<file path="src/rtl/outmon_pkg.sv">
package outmon_pkg;

  typedef enum logic [1:0] {
    SEL_NONE = 2'd0,
    SEL_FLAG = 2'd1,
    SEL_PORT = 2'd2
  } sel_kind_e;

  function automatic int unsigned div_up(input int unsigned num, input int unsigned den);
    return (num + den - 1) / den;
  endfunction

  function automatic int unsigned idx_bits(input int unsigned a, input int unsigned b);
    int unsigned m;
    m = (a > b) ? a : b;
    return (m <= 2) ? 1 : $clog2(m);
  endfunction

endpackage

</file>
<file path="src/rtl/outmon_port_cell.sv">
module outmon_port_cell #(
  parameter int PORT_W = 4
) (
  input  logic              clk,
  input  logic              rst_n,
  input  logic              cap_en,
  input  logic [PORT_W-1:0] din,
  input  logic              rd_clr,
  output logic [PORT_W-1:0] q,
  output logic              flag
);

  logic differs;
  logic changed;

  assign differs = (din != q);
  assign changed = cap_en & differs;

  always_ff @(posedge clk or negedge rst_n) begin
    if (!rst_n) begin
      q <= '0;
    end else if (cap_en) begin
      q <= din;
    end
  end

  always_ff @(posedge clk or negedge rst_n) begin
    if (!rst_n) begin
      flag <= 1'b0;
    end else if (changed) begin
      flag <= 1'b1;
    end else if (rd_clr) begin
      flag <= 1'b0;
    end
  end

  a_r2_hold_without_enable: assert property (@(posedge clk) disable iff (!rst_n)
    !cap_en |=> $stable(q));

  a_r3_set_on_change: assert property (@(posedge clk) disable iff (!rst_n)
    (cap_en && din != q) |=> (flag && q == $past(din)));

  a_r3_quiet_stays_clear: assert property (@(posedge clk) disable iff (!rst_n)
    (!flag && !(cap_en && din != q)) |=> !flag);

  a_r5_clear_on_read: assert property (@(posedge clk) disable iff (!rst_n)
    (rd_clr && !(cap_en && din != q)) |=> !flag);

  a_r6_change_wins: assert property (@(posedge clk) disable iff (!rst_n)
    (rd_clr && cap_en && din != q) |=> flag);

endmodule

</file>
<file path="src/rtl/outmon_decode.sv">
module outmon_decode
  import outmon_pkg::*;
#(
  parameter int NUM_PORTS  = 6,
  parameter int FLAG_WORDS = 2,
  parameter int ADDR_W     = 4,
  parameter int IDX_W      = 3
) (
  input  logic [ADDR_W-1:0]    addr,
  output sel_kind_e            kind,
  output logic [IDX_W-1:0]     idx,
  output logic [NUM_PORTS-1:0] port_sel
);

  localparam logic [ADDR_W:0] FLAG_LIM = (ADDR_W+1)'(FLAG_WORDS);
  localparam logic [ADDR_W:0] PORT_LIM = (ADDR_W+1)'(FLAG_WORDS + NUM_PORTS);

  logic [ADDR_W:0] addr_x;
  logic [ADDR_W:0] port_off;

  assign addr_x   = {1'b0, addr};
  assign port_off = addr_x - FLAG_LIM;

  always_comb begin
    kind = SEL_NONE;
    idx  = '0;
    if (addr_x < FLAG_LIM) begin
      kind = SEL_FLAG;
      idx  = IDX_W'(addr_x);
    end else if (addr_x < PORT_LIM) begin
      kind = SEL_PORT;
      idx  = IDX_W'(port_off);
    end
  end

  for (genvar p = 0; p < NUM_PORTS; p++) begin : g_sel
    assign port_sel[p] = (kind == SEL_PORT) && (idx == IDX_W'(p));
  end

endmodule

</file>
<file path="src/rtl/outmon_rsp.sv">
module outmon_rsp #(
  parameter int BUS_W = 4
) (
  input  logic             clk,
  input  logic             rst_n,
  input  logic             load,
  input  logic [BUS_W-1:0] word,
  input  logic             rsp_ready,
  output logic             rsp_valid,
  output logic [BUS_W-1:0] rsp_data
);

  always_ff @(posedge clk or negedge rst_n) begin
    if (!rst_n) begin
      rsp_valid <= 1'b0;
      rsp_data  <= '0;
    end else if (load) begin
      rsp_valid <= 1'b1;
      rsp_data  <= word;
    end else if (rsp_ready) begin
      rsp_valid <= 1'b0;
    end
  end

  a_r8_hold_under_stall: assert property (@(posedge clk) disable iff (!rst_n)
    (rsp_valid && !rsp_ready) |=> (rsp_valid && $stable(rsp_data)));

endmodule

</file>
<file path="src/rtl/outmon_bank.sv">
module outmon_bank
  import outmon_pkg::*;
#(
  parameter int NUM_PORTS = 6,
  parameter int PORT_W    = 4,
  parameter int BUS_W     = 4,
  parameter int ADDR_W    = 4
) (
  input  logic                        clk,
  input  logic                        rst_n,
  input  logic                        cap_en,
  input  logic [NUM_PORTS*PORT_W-1:0] dut_out,
  input  logic                        req_valid,
  output logic                        req_ready,
  input  logic [ADDR_W-1:0]           req_addr,
  output logic                        rsp_valid,
  input  logic                        rsp_ready,
  output logic [BUS_W-1:0]            rsp_data
);

  localparam int FLAG_WORDS = int'(div_up(NUM_PORTS, BUS_W));
  localparam int FLAG_BITS  = FLAG_WORDS * BUS_W;
  localparam int IDX_W      = int'(idx_bits(NUM_PORTS, FLAG_WORDS));

  logic                 req_fire;
  sel_kind_e            kind;
  logic [IDX_W-1:0]     idx;
  logic [NUM_PORTS-1:0] port_sel;
  logic [NUM_PORTS-1:0] flags;
  logic [FLAG_BITS-1:0] flags_pad;
  logic [PORT_W-1:0]    cap_q [NUM_PORTS];
  logic [BUS_W-1:0]     word;

  assign req_ready = !rsp_valid || rsp_ready;
  assign req_fire  = req_valid && req_ready;

  outmon_decode #(
    .NUM_PORTS (NUM_PORTS),
    .FLAG_WORDS(FLAG_WORDS),
    .ADDR_W    (ADDR_W),
    .IDX_W     (IDX_W)
  ) u_decode (
    .addr    (req_addr),
    .kind    (kind),
    .idx     (idx),
    .port_sel(port_sel)
  );

  for (genvar p = 0; p < NUM_PORTS; p++) begin : g_port
    outmon_port_cell #(.PORT_W(PORT_W)) u_cell (
      .clk   (clk),
      .rst_n (rst_n),
      .cap_en(cap_en),
      .din   (dut_out[p*PORT_W +: PORT_W]),
      .rd_clr(req_fire && port_sel[p]),
      .q     (cap_q[p]),
      .flag  (flags[p])
    );
  end

  if (FLAG_BITS > NUM_PORTS) begin : g_pad
    assign flags_pad = {{(FLAG_BITS-NUM_PORTS){1'b0}}, flags};
  end else begin : g_nopad
    assign flags_pad = flags;
  end

  always_comb begin
    word = '0;
    if (kind == SEL_FLAG) begin
      for (int w = 0; w < FLAG_WORDS; w++) begin
        if (idx == IDX_W'(w)) word = flags_pad[w*BUS_W +: BUS_W];
      end
    end else if (kind == SEL_PORT) begin
      for (int p = 0; p < NUM_PORTS; p++) begin
        if (port_sel[p]) word[PORT_W-1:0] = cap_q[p];
      end
    end
  end

  outmon_rsp #(.BUS_W(BUS_W)) u_rsp (
    .clk      (clk),
    .rst_n    (rst_n),
    .load     (req_fire),
    .word     (word),
    .rsp_ready(rsp_ready),
    .rsp_valid(rsp_valid),
    .rsp_data (rsp_data)
  );

  a_r9_outside_reads_zero: assert property (@(posedge clk) disable iff (!rst_n)
    (req_fire && kind == SEL_NONE) |=> (rsp_valid && rsp_data == '0));

  a_r7_flag_read_keeps_flags: assert property (@(posedge clk) disable iff (!rst_n)
    (req_fire && kind == SEL_FLAG && !cap_en) |=> $stable(flags));

  a_r8_response_next_cycle: assert property (@(posedge clk) disable iff (!rst_n)
    req_fire |=> rsp_valid);

endmodule

</file>
<file path="config.mk">
export PLATFORM = sky130hd
export DESIGN_NAME = outmon_bank
export DESIGN_NICKNAME = d
export VERILOG_FILES = /design/src/rtl/outmon_pkg.sv /design/src/rtl/outmon_port_cell.sv /design/src/rtl/outmon_decode.sv /design/src/rtl/outmon_rsp.sv /design/src/rtl/outmon_bank.sv
export SDC_FILE = /design/constraint.sdc
export NUM_CORES = 1
export LEC_CHECK = 0
export ABC_CLOCK_PERIOD_IN_PS = 1350
export BUFFER_PORTS_ARGS = -buffer_cell sky130_fd_sc_hd__buf_2
export CAP_MARGIN = 40
export CELL_PAD_IN_SITES_DETAIL_PLACEMENT = 0
export CELL_PAD_IN_SITES_GLOBAL_PLACEMENT = 1
export CORE_MARGIN = 1.5
export CORE_UTILIZATION = 41
export CTS_BUF_LIST = sky130_fd_sc_hd__clkbuf_8
export DETAILED_ROUTE_END_ITERATION = 16
export PLACE_DENSITY_LB_ADDON = 0.2
export SLEW_MARGIN = 15
export SYNTH_ARGS = -nofsm -noshare
export SYNTH_HDL_FRONTEND = slang
export SYNTH_SLANG_ARGS = --single-unit
</file>
<file path="constraint.sdc">
create_clock -name clk -period 1.35 [get_ports clk]
set_clock_uncertainty 0.05 [all_clocks]
set_input_delay 0.3375 -clock clk [delete_from_list [all_inputs] [get_ports clk]]
set_output_delay 0.3375 -clock clk [all_outputs]
set_load 0.005 [all_outputs]
</file>
Yosys cells after proc, flatten, opt, wreduce, memory -nomap -nowiden
Cells that the tools add are included.
Storage, ports and cells
  logic and storage cells: 87
  bits in registers: 35
  output and inout port bits: 6
  input bits: 33
  bits in writable memories: 0
  bits in read-only memories: 0
  memories: 0
  latch bits: 0
Cells by class
  multiply operators: 0
  magnitude comparators: 2
  shift operators: 0
  add/subtract/negate cells: 1
  bitwise gates (word level): 6
  eq/ne operators: 13
  reduce and logical (&&, ||, !) cells: 23
  divide/modulo/power cells: 0
  multiplexer cells: 28
Operator list (count)
  4-bit 2-to-1 mux: 10
  4-bit != test: 6
  1-bit 2-to-1 mux: 14
  2-bit nonzero test: 7
  1-bit logical AND: 13
  1-bit AND: 6
  3-bit by 2-bit equality test with 1-bit output (second input constant): 2
  3-bit equality test (second input constant): 2
  3-bit 2-to-1 mux: 2
  4-bit by 2-bit < comparator with 1-bit output (second input constant): 1
  4-bit < comparator (second input constant): 1
  2-bit 2-to-1 mux: 2
  3-bit by 1-bit equality test with 1-bit output (second input constant): 1
  3-bit zero test: 1
  3-bit by 2-bit subtractor with 3-bit output (second input constant): 1
  2-bit by 1-bit equality test with 1-bit output (second input constant): 1
  2-bit equality test (second input constant): 1
  1-bit zero test: 1
  1-bit logical OR: 1

Longest topological paths before layout
Gate-level depths: netlist (run 1).
  depth in word-level cells: 13
  mapped depth: 5
  mapped depth without buffers: 4

Cells and area by module
From an unflattened synthesis (run 1), not the netlist that was laid out.
Second synthesis, totals
  cell total of the unflattened synthesis: 183
  area, all modules: 2064.5 sq um
Modules (own cells, without submodules)
  outmon_port_cell: instances 6, seq. area each 125.1 sq um, cells an instance 16, area an instance 222.7 sq um
  outmon_bank: instances 1, seq. area each 0.0 sq um, cells an instance 62, area an instance 387.9 sq um
  outmon_rsp: instances 1, seq. area each 125.1 sq um, cells an instance 11, area an instance 182.7 sq um
  outmon_decode: instances 1, seq. area each 0.0 sq um, cells an instance 14, area an instance 157.7 sq um

Least setup slack after synthesis (run 1)
Ideal clock, no wire load.
  path kind: reg2reg
  start point: reg u_rsp.rsp_valid
  end point: reg g_port[1].u_cell.flag
  library setup time: 0.121 ns
  data required time: 1.179 ns
  clock period less this slack: 1.445 ns
  arrival time: 1.274 ns
  path buffers: 1
  stages on the path, launching flop included: 6
  setup slack: -0.095 ns
  path through: dfrtp_1 -> nand2b_1 -> buf_6 -> nand2_4 -> or4_1 -> a22o_1
Between the ends
  longest elaborated chain between the ends: 5
Ends and longest elaborated chain
  from (decl): line outmon_rsp.sv:9  | output logic rsp_valid,
  from (signal assigned): line outmon_rsp.sv:15  | rsp_valid <= 1'b0;
  from (signal assigned): line outmon_rsp.sv:18  | rsp_valid <= 1'b1;
  from (signal assigned): line outmon_rsp.sv:21  | rsp_valid <= 1'b0;
  1-bit zero test: line outmon_bank.sv:34  | assign req_ready = !rsp_valid || rsp_ready;
  1-bit logical OR: line outmon_bank.sv:34
  net req_ready: line outmon_bank.sv:14  | output logic req_ready,
  1-bit logical AND: line outmon_bank.sv:35  | assign req_fire = req_valid && req_ready;
  1-bit logical AND: line outmon_bank.sv:55  | .rd_clr(req_fire && port_sel[p]),
  2-bit nonzero test (no source line)
  to (signal assigned): line outmon_port_cell.sv:29  | flag <= 1'b0;
  to (signal assigned): line outmon_port_cell.sv:31  | flag <= 1'b1;
  to (signal assigned): line outmon_port_cell.sv:33  | flag <= 1'b0;
  to (decl): line outmon_port_cell.sv:10  | output logic flag
The timed path passes the listed nets, and every way through them passes these cells.
A chain may end at the register's enable or synchronous reset.

Worst setup path after layout (run 1)
  start point: reg g_port[1].u_cell.q[2]
  end point: reg u_rsp.rsp_data[2]
Between the ends
  longest elaborated chain between the ends: 7
Ends and longest elaborated chain
  from (decl): line outmon_port_cell.sv:9  | output logic [PORT_W-1:0] q,
  from (signal assigned): line outmon_port_cell.sv:23  | q <= din;
  4-bit 2-to-1 mux (5 in a row): line outmon_bank.sv:75  | if (port_sel[p]) word[PORT_W-1:0] = cap_q[p];
  4-bit 2-to-1 mux: line outmon_bank.sv:73  | end else if (kind == SEL_PORT) begin
  4-bit 2-to-1 mux: line outmon_bank.sv:69  | if (kind == SEL_FLAG) begin
  to (signal assigned): line outmon_rsp.sv:19  | rsp_data <= word;
  to (decl): line outmon_rsp.sv:10  | output logic [BUS_W-1:0] rsp_data
Every way passes these cells.

==> out/qor.txt, run 1 <==
run status - finished, final reports clean
minimum clock period - 1320 ps
Setup crit start kind - flip-flop
Port Buffer Count - 38
DRT antenna net count - 0
Max Cap Violations - 0
fin nets - 247
area grow syn2layout - 30.7%
final non-filler cell total - 267
Post-Place Cells - 258
worst-margin pin slew - 338 ps
CTS tree - built
chip width - 71.0 µm
Ant. Diodes - 0
Synth Warn # - 0
Register Area - 876 µm²
synthesized area - 0.00189 mm²
Die Ht - 71.0 µm
residual DRC count - 0
TNS Setup - 0 ps
RSZ-0062 raised after global routing - yes
Final Slew Violations - 0
floorplan row count - 24
register area share after synthesis - 46.2%
WP data required - 1470 ps
Synth top area share - 46.2%
footprint of the multi-input gates - 0.00102 mm²
Initial Utilization - 42.9%
die area - 0.00504 mm²
Reg clk slew, reported paths - 70 ps
GRT Resource Usage Total - 18.3%
clock sinks - 35
core area - 0.00441 mm²
CP max FO - 2
Synth area leader - dfrtp_1
TritonRoute pass-1 iters - 4
share of layout cells above drive strength 1 - 53.0%
Main synth FF type - dfrtp_1
clk_lat worst skew - 280 ps
Detailed Route WL - 4260 µm
cell with the most instances after synthesis - dfrtp_1
unique cell type count in the Yosys netlist - 28
kind of critical path - flip-flop to flip-flop
Fill cells - 405
IO Pins - 39
final period utilization - 98.1%
Synth Net Count - 185
Final GP Congestion - 0.857
DP HPWL - 3120 µm
via/cell ratio - 5.34
Post-synth EDFFs - 0
Fmax - 0.755 GHz
# setup viols final - 0
initial DRC count - 66
Leak Pwr - 0.00110 µW
WL/cell - 16.0 µm
Worst VDD drop - 0.494 mV
antenna violations before repair - 0
largest cells by area after synthesis - dfrtp_1 (46%), mux2_2 (19%), xnor2_1 (5.5%)
CTS H-tree lvls - 2
FFs w/ async S/R, synth - 100%
Yosys reg bits - 35
vias - 1427
Cells after Synth - 152
top cells by count, synth - dfrtp_1 (35), mux2_2 (32), xnor2_1 (12), xor2_1 (12), nand2_1 (8)
worst path arrival time - 1450 ps
Min-Delay Path Class - input port to flip-flop
Syn Area/Cell - 12.5 µm²
Slew HR - 77.2%
Root Buffer - clkbuf_8
global-route wire length before repair - 7180 µm
Overflow after GRT - 0
CTS buffer count - 5
vias in the first global route - 1460
pwr dens - 1050 mW/mm²
Max Root-Sink Buffers - 2
final number of hold-violating endpoints - 0
pin count of the biggest net entering global routing - 36
CP endpoint kind - flip-flop
## repair_timing
action                     in CTS  in global routing
hold buffers                    1                  0
resized for setup               3                 13
hold endpoints to repair       35                  0
pin swaps                       0                  1
setup buffers                   0                  0
setup endpoints to repair       9                  8
## where the power goes
group / total [µW] / internal [µW] / switching (µW)
registers: 1220 / 1140 / 81.1
clock network: 823 / 458 / 365
logic: 544 / 311 / 233
## cell usage in the layout (no fill, tap or decap), drive strengths merged
| cell type | synthesis | routed |
|---|---|---|
| mux2i | 4 | 4 |
| xor2 | 12 | 12 |
| dfrtp | 35 | 35 |
| mux2 | 34 | 34 |
| o21ai | 4 | 4 |
| xnor2 | 12 | 12 |
| a221oi | 4 | 4 |
| or3 | 1 | 1 |
| a221o | 4 | 4 |
| nor2 | 1 | 1 |
| inv | 3 | 4 |
| nand2b | 2 | 2 |
| nor3 | 1 | 1 |
| dlygate4sd3 | 0 | 1 |
| nand4 | 5 | 5 |
| clkbuf | 3 | 8 |
| and2b | 1 | 1 |
| a22o | 3 | 3 |
| nor3b | 1 | 1 |
| and2 | 1 | 1 |
| or4 | 1 | 1 |
| o2111ai | 1 | 1 |
| o41ai | 6 | 6 |
| nand2 | 9 | 9 |
| buf | 4 | 60 |
## flip-flops by register name (all words and copies together) (netlist names)
signal,flops
g_port.u_cell.flag,6
g_port.u_cell.q,24
u_rsp.rsp_data,4
u_rsp.rsp_valid,1
## layer usage
metal | up-vias | routed length [µm] | part of all wire [%] | track usage [%]
met5 | - | 0 | 0 | 0
met4 | 0 | 48 | 1.1 | 5.45
met3 | 5 | 151 | 3.5 | 4.84
met2 | 31 | 2110 | 49 | 29.6
met1 | 708 | 1960 | 46 | 24.3
li1 | 683 | - | - | -
## layout make-up
cell class                      count  area share (%)
Timing Repair Buffer               62            16.3
Clock buffer                        7            3.89
Tap cell                           52            2.63
Multi-Input combinational cell    107            41.2
Clock inverter                      1           0.152
Inverter                            3           0.455
Sequential cell                    35            35.4
## per-stage QoR
step	cell area (µm²)	setup WS, ps	util (%)	total power (µW)	hold slack, ps
3_3_place_gp	2300	-268	52.0	1740	263
2_1_floorplan	1890	-70.6	-	1510	-8.09
4_1_cts	2420	5.67	54.9	2610	246
5_1_grt	2480	-52.5	56.1	2740	248
3_5_place_dp	2300	-299	52.0	1760	262
6_report	2480	25.3	56.1	2590	256
## worst paths after layout
kind	startpoint	end	slack, ps	depth (start not counted)
max in group asynchronous	rst_n	g_port[2].u_cell.q[2]	570	3
setup reg to reg	g_port[1].u_cell.q[2]	u_rsp.rsp_data[2]	30	4
hold / removal	dut_out[20]	g_port[5].u_cell.q[0]	260	2
min in group asynchronous	rst_n	g_port[1].u_cell.flag	490	3
setup / recovery	g_port[1].u_cell.q[2]	u_rsp.rsp_data[2]	30	4
hold reg to reg	g_port[1].u_cell.flag	g_port[1].u_cell.flag	460	1
## worst max-delay path, cell delays in order, from the launching register on
cell and delay, ps:
dfrtp_1 420, mux2_4 280, o21ai_2 130, a221oi_2 70, a221o_1 280
## kinds of logic after synthesis
logic type | Yosys count | share of synthesized area, %
AO/OA/AOI/OAI | 22 | 9.64
XOR/XNOR | 24 | 11.1
buffers and inverters | 10 | 3.24
flip-flops | 35 | 46.2
multiplexers | 38 | 22.7
AND/OR/NAND/NOR | 23 | 7.07
Note: power is estimated with default switching activity, not from simulation.
==> run 2: changes to the inputs <==
--- a/config.mk
+++ b/config.mk
@@ -18,4 +18,5 @@
 export SLEW_MARGIN = 15
 export SYNTH_ARGS = -nofsm -noshare
 export SYNTH_HDL_FRONTEND = slang
+export SYNTH_HIERARCHICAL = 1
 export SYNTH_SLANG_ARGS = --single-unit
==> run 2 against run 1 <==
Against the previous run:
- the run now ends with negative setup slack left
- design area grew 19%
- die area grew 8.6%
- total power grew 0.98%
- sequential share of layout area shrank 5.6 points
- critical path type is now input port to flip-flop
- largest cell class unchanged
- highest routed layer unchanged
==> out/qor.txt, run 2 <==
crit path cell chain - buf_6 -> nor4bb_4 -> buf_4 -> nor4b_1 -> nor4_2 -> o21ai_2 -> o21ai_1 -> mux2_4
CTS buffer count - 5
cell with the most instances after synthesis - dfrtp_1
Ant. Diodes - 0
Initial Utilization - 43.1%
# setup viols final - 4
WP data required - 1480 ps
Setup crit start kind - input port
area grow syn2layout - 42.7%
Syn Area/Cell - 11.3 µm²
Die Ht - 74.0 µm
GRT Resource Usage Total - 19.2%
Overflow after GRT - 0
core area - 0.00479 mm²
largest cells by area after synthesis - dfrtp_1 (42%), mux2_1 (13%), xor2_1 (10%)
Synth Net Count - 216
Detailed Route WL - 5220 µm
Main synth FF type - dfrtp_1
pwr dens - 888 mW/mm²
Final GP Congestion - 0.900
Leak Pwr - 0.00138 µW
WHS - 238 ps
chip width - 74.0 µm
CP endpoint kind - flip-flop
IO Pins - 39
WL/cell - 16.2 µm
Synth top area share - 42.4%
Min-Delay Path Class - input port to flip-flop
clk_lat worst skew - 290 ps
TNS Setup - -778 ps
worst path arrival time - 1710 ps
vias - 1705
Worst VDD drop - 0.725 mV
failing checks - negative setup slack
Synth area leader - dfrtp_1
TritonRoute pass-1 iters - 4
vias in the first global route - 1765
final period utilization - 117%
unique cell type count in the Yosys netlist - 38
Final Slew Violations - 0
final setup margin - -227 ps
final number of hold-violating endpoints - 0
Final Power - 2610 µW
kind of critical path - input port to flip-flop
FFs w/ async S/R, synth - 100%
Fmax - 0.634 GHz
DRT antenna net count - 0
commonest non-fill, non-tap cell in the layout - dfrtp_1
CTS H-tree lvls - 2
RSZ-0062 raised after global routing - yes
Root Buffer - clkbuf_8
worst-margin pin slew - 387 ps
Reg clk slew, reported paths - 70 ps
Crit path largest cell delay - 410 ps
Max Root-Sink Buffers - 2
floorplan row count - 25
pin count of the biggest net entering global routing - 31
biggest regs - g_port.u_cell/q: 24 flops, g_port.u_cell/flag: 6 flops, u_rsp/rsp_data: 4 flops
most frequent cells in the layout - dfrtp_1 (35), buf_2 (33), xor2_1 (24), mux2_1 (24), buf_4 (23)
initial DRC count - 102
minimum clock period - 1580 ps
Biggest register - g_port.u_cell/q
Post-synth EDFFs - 0
Max Cap Violations - 0
Post-Place Cells - 305
Fill cells - 411
Register Area - 876 µm²
max reg flops - 24
antenna violations before repair - 0
CTS tree - built
via/cell ratio - 5.30
synthesized area - 0.00206 mm²
crit path max-delay cell type - nor4b_1
Port Buffer Count - 38
share of layout cells above drive strength 1 - 45.5%
clock sinks - 35
die area - 0.00547 mm²
footprint of the multi-input gates - 0.00127 mm²
CP max FO - 11
Synth Warn # - 6
post-place setup slack - -673 ps
top cells by count, synth - dfrtp_1 (35), mux2_1 (24), xor2_1 (24)
final non-filler cell total - 322
Slew HR - 73.8%
global-route wire length before repair - 7920 µm
fin nets - 288
register area share after synthesis - 42.4%
residual DRC count - 0
run status - complete, but fails checks
DP HPWL - 3690 µm
Yosys reg bits - 35
Cells after Synth - 183
==> run 2: changes by cell type in the layout (fill, tap and decap cells not counted), moves of 5 or more <==
cell,delta
o21ai_1,+6
nand4_1,-5
inv_1,+8
a21oi_1,+5
mux2_2,-30
and3_1,+5
buf_6,+6
mux2_1,+24
xor2_1,+12
xnor2_1,-12
==> run 2: cell families (layout without fill, tap and decap cells) <==
family | Yosys count | after routing | synth area share, %
multiplexers | 30 | 30 | 16.2
AO/OA/AOI/OAI | 37 | 37 | 11.9
AND/OR/NAND/NOR | 38 | 39 | 14.4
XOR/XNOR | 24 | 24 | 10.2
flip-flops | 35 | 35 | 42.4
buffers and inverters | 19 | 90 | 4.91
==> run 2: what timing repair did <==
item,in CTS,in global routing
pin swaps,9,15
buffers inserted,6,1
endpoints found under the setup margin,6,8
gates resized for setup,28,32
endpoints found under the hold margin,15,0
hold buffers,1,0
gates cloned,2,1
==> run 2: path summary, 6_finish.rpt <==
path | from | endpoint | slack (ps) | cells past startpoint
worst max-delay path | req_addr[2] | u_rsp/rsp_data[1] | -230 | 8
worst min-delay path | dut_out[9] | g_port[2].u_cell/q[1] | 240 | 2
worst max register to register | g_port[1].u_cell/q[2] | u_rsp/rsp_data[2] | -150 | 5
worst min register to register | u_rsp/rsp_data[2] | u_rsp/rsp_data[2] | 470 | 1
max in group asynchronous | rst_n | g_port[1].u_cell/q[2] | 360 | 3
min in group asynchronous | rst_n | u_rsp/rsp_data[1] | 450 | 2
==> run 2: layer usage <==
metal	global-route usage (%)	vias to the layer above	part of all wire, %
li1	-	814	-
met1	22.7	838	42
met2	33.0	43	52
met3	4.88	10	4.3
met4	8.02	0	1.5
met5	0	-	0
==> run 2: area by class of cell <==
class | instances | share of cell area (%)
well taps | 67 | 2.85
flip-flops and latches | 35 | 29.7
repair buffers | 71 | 19.7
inverters | 12 | 1.53
multi-input cells | 130 | 43.2
clock buffers | 6 | 2.80
clock inverters | 1 | 0.170
==> run 2: stage by stage <==
| stage | cell area (µm²) | util, % |
|---|---|---|
| after global placement | 2490 | 52.1 |
| after detailed placement | 2490 | 52.1 |
| after global routing | 2950 | 61.5 |
| final | 2950 | 61.5 |
| after floorplan | 2090 | - |
| after CTS | 2760 | 57.7 |
==> run 2: worst max-delay path, delay by kind of cell <==
| family | cells | cell delay, ps |
|---|---|---|
| compound gates | 2 | 150 |
| mux | 1 | 260 |
| simple gates | 3 | 670 |
| buf+inv | 2 | 280 |
==> run 2: report_power, final <==
group	total [µW]	leakage (µW)	switching (µW)	internal, µW
clock	771	0.0000470	370	400
sequential	1230	0.000399	84.2	1140
combinational	618	0.000931	275	343
total	2610	0.00138	729	1890
==> run 3: changes to the inputs <==
--- a/config.mk
+++ b/config.mk
@@ -5,13 +5,13 @@
 export SDC_FILE = /design/constraint.sdc
 export NUM_CORES = 1
 export LEC_CHECK = 0
-export ABC_CLOCK_PERIOD_IN_PS = 1350
+export ABC_CLOCK_PERIOD_IN_PS = 1900
 export BUFFER_PORTS_ARGS = -buffer_cell sky130_fd_sc_hd__buf_2
 export CAP_MARGIN = 40
 export CELL_PAD_IN_SITES_DETAIL_PLACEMENT = 0
 export CELL_PAD_IN_SITES_GLOBAL_PLACEMENT = 1
 export CORE_MARGIN = 1.5
-export CORE_UTILIZATION = 41
+export CORE_UTILIZATION = 48
 export CTS_BUF_LIST = sky130_fd_sc_hd__clkbuf_8
 export DETAILED_ROUTE_END_ITERATION = 16
 export PLACE_DENSITY_LB_ADDON = 0.2
==> constraint.sdc (replaced) <==
create_clock -name clk -period 1.9 [get_ports clk]
set_clock_uncertainty 0.05 [all_clocks]
set_input_delay 0.57 -clock clk [delete_from_list [all_inputs] [get_ports clk]]
set_output_delay 0.57 -clock clk [all_outputs]
set_load 0.005 [all_outputs]
==> run 3 against run 2 <==
Against the previous run:
- the run now ends clean
- count of clock-buffer cells in the layout is 1 lower
- utilization rose by 1.5 points
- first-iteration DRC count fell by 57%
- design area shrank 13%
- hold slack got worse by 74 ps
- clock power decreased by 34%
- die area down 14%
- global-route usage rose by 1.6 points
- combinational power is 47% lower
- total power fell by 35%
- largest cell class unchanged
==> out/qor.txt, run 3 (synthesized netlist as in run 2, its figures left out) <==
most frequent cells in the layout - buf_2 (36), dfrtp_1 (35), xor2_1 (24), mux2_1 (24), buf_4 (16)
# setup viols final - 0
IO Pins - 39
final period utilization - 98.7%
TNS Setup - 0 ps
Max Root-Sink Buffers - 2
Initial Utilization - 50.9%
pin count of the biggest net entering global routing - 31
vias - 1608
Final GP Congestion - 0.920
Max Cap Violations - 0
minimum clock period - 1880 ps
residual DRC count - 0
Root Buffer - clkbuf_8
via/cell ratio - 5.56
DRT antenna net count - 0
crit path cell chain - buf_2 -> and4b_2 -> or2_1 -> a221o_1 -> o21ai_1 -> o21ai_1 -> mux2_4
initial DRC count - 44
run status - finished, final reports clean
Port Buffer Count - 38
kind of critical path - input port to flip-flop
final number of hold-violating endpoints - 0
final non-filler cell total - 289
core area - 0.00406 mm²
biggest regs - g_port.u_cell/q: 24 flops, g_port.u_cell/flag: 6 flops, u_rsp/rsp_data: 4 flops
Setup crit start kind - input port
DP HPWL - 3580 µm
Reg clk slew, reported paths - 70 ps
clock sinks - 35
Final Slew Violations - 0
chip width - 68.6 µm
Worst VDD drop - 0.421 mV
CP endpoint kind - flip-flop
Slew HR - 71.7%
RSZ-0062 raised after global routing - no
pwr dens - 670 mW/mm²
CTS tree - built
Crit path largest cell delay - 270 ps
final core occ - 63.0%
max reg flops - 24
WP data required - 2020 ps
worst-margin pin slew - 424 ps
Detailed Route WL - 4630 µm
commonest non-fill, non-tap cell in the layout - buf_2
clk_lat worst skew - 280 ps
WL/cell - 16.0 µm
antenna violations before repair - 0
floorplan row count - 23
Leak Pwr - 0.00121 µW
CP max FO - 7
most frequent CP cell - o21ai_1
post-CTS setup buffers - 0
Overflow after GRT - 0
fin nets - 271
GRT Resource Usage Total - 20.8%
Final Power - 1710 µW
global-route wire length before repair - 7140 µm
Crit path max-delay family - simple AND/OR/NAND/NOR gates
Fmax - 0.533 GHz
Biggest register - g_port.u_cell/q
crit path max-delay cell type - and4b_2
area grow syn2layout - 23.8%
CTS buffer count - 5
share of layout cells above drive strength 1 - 34.3%
Post-Place Cells - 281
die area - 0.00470 mm²
Die Ht - 68.6 µm
worst path arrival time - 2000 ps
Ant. Diodes - 0
Min-Delay Path Class - input port to async pin
Buf/Inv on CP - 1
TritonRoute pass-1 iters - 4
vias in the first global route - 1570
CTS H-tree lvls - 2
run 3: cell count changes in the layout (fill, tap and decap cells not counted), moves of 2 or more:
cell	delta
o21ai_2	-3
a21oi_2	-3
a211oi_2	-4
nor4b_2	+2
o21ai_0	+2
o41ai_1	+4
buf_4	-7
o41ai_2	-4
a21oi_1	+3
inv_1	+2
buf_12	-3
buf_2	+3
buf_6	-7
a211oi_1	+4
run 3: power by group:
group          switching, µW  internal (µW)  total, µW
Combinational            153            175        328
Clock                    261            247        507
Sequential              64.9            811        876
Total                    479           1230       1710
run 3: per-layer routing:
layer | global-route usage [%] | vias to the layer above | routed length, µm
li1 | - | 770 | -
met1 | 24.8 | 796 | 1950
met2 | 38.2 | 40 | 2470
met3 | 4.87 | 2 | 196
met4 | 3.75 | 0 | 8
met5 | 0 | - | 0
run 3: final timing paths:
path                                  startpoint               endpoint  slack, ps  cells after the start
max                                  req_addr[0]      u_rsp/rsp_data[1]         20                      7
min                                        rst_n        u_rsp/rsp_valid        160                      1
max reg2reg                g_port[1].u_cell/q[2]      u_rsp/rsp_data[2]        370                      5
min reg2reg                    u_rsp/rsp_data[0]      u_rsp/rsp_data[0]        460                      1
max in group asynchronous                  rst_n  g_port[3].u_cell/q[1]       1190                      2
min in group clk               u_rsp/rsp_data[0]      u_rsp/rsp_data[0]        460                      1
run 3: through the flow:
step	cell area [µm²]	hold slack (ps)	setup slack [ps]
final	2560	163	24.6
after global routing	2560	181	0.101
after CTS	2510	176	-6.93
after detailed placement	2420	443	-350
after global placement	2420	442	-323
after floorplan	2090	224	-147
run 3: repair_timing:
item	4_1_cts	5_1_grt
setup endpoints to repair	4	4
pin swaps	0	2
hold buffers	0	0
cloned	0	0
gates resized for setup	2	15
run 3: final cells by class:
class / count / area (µm²)
Fill cell: 356 / 1500
Multi-Input combinational cell: 129 / 1140
Sequential cell: 35 / 876
Timing Repair Buffer: 55 / 348
Clock buffer: 5 / 68.8
Tap cell: 50 / 62.6
Inverter: 12 / 45.0
Clock inverter: 3 / 12.5
run 3: worst reg2reg max path, cell delays in order, from the launching register on:
cell and delay (ps):
dfrtp_1 410, a211oi_1 230, o21ai_0 110, a211oi_1 270, o31ai_1 90, mux2_2 260
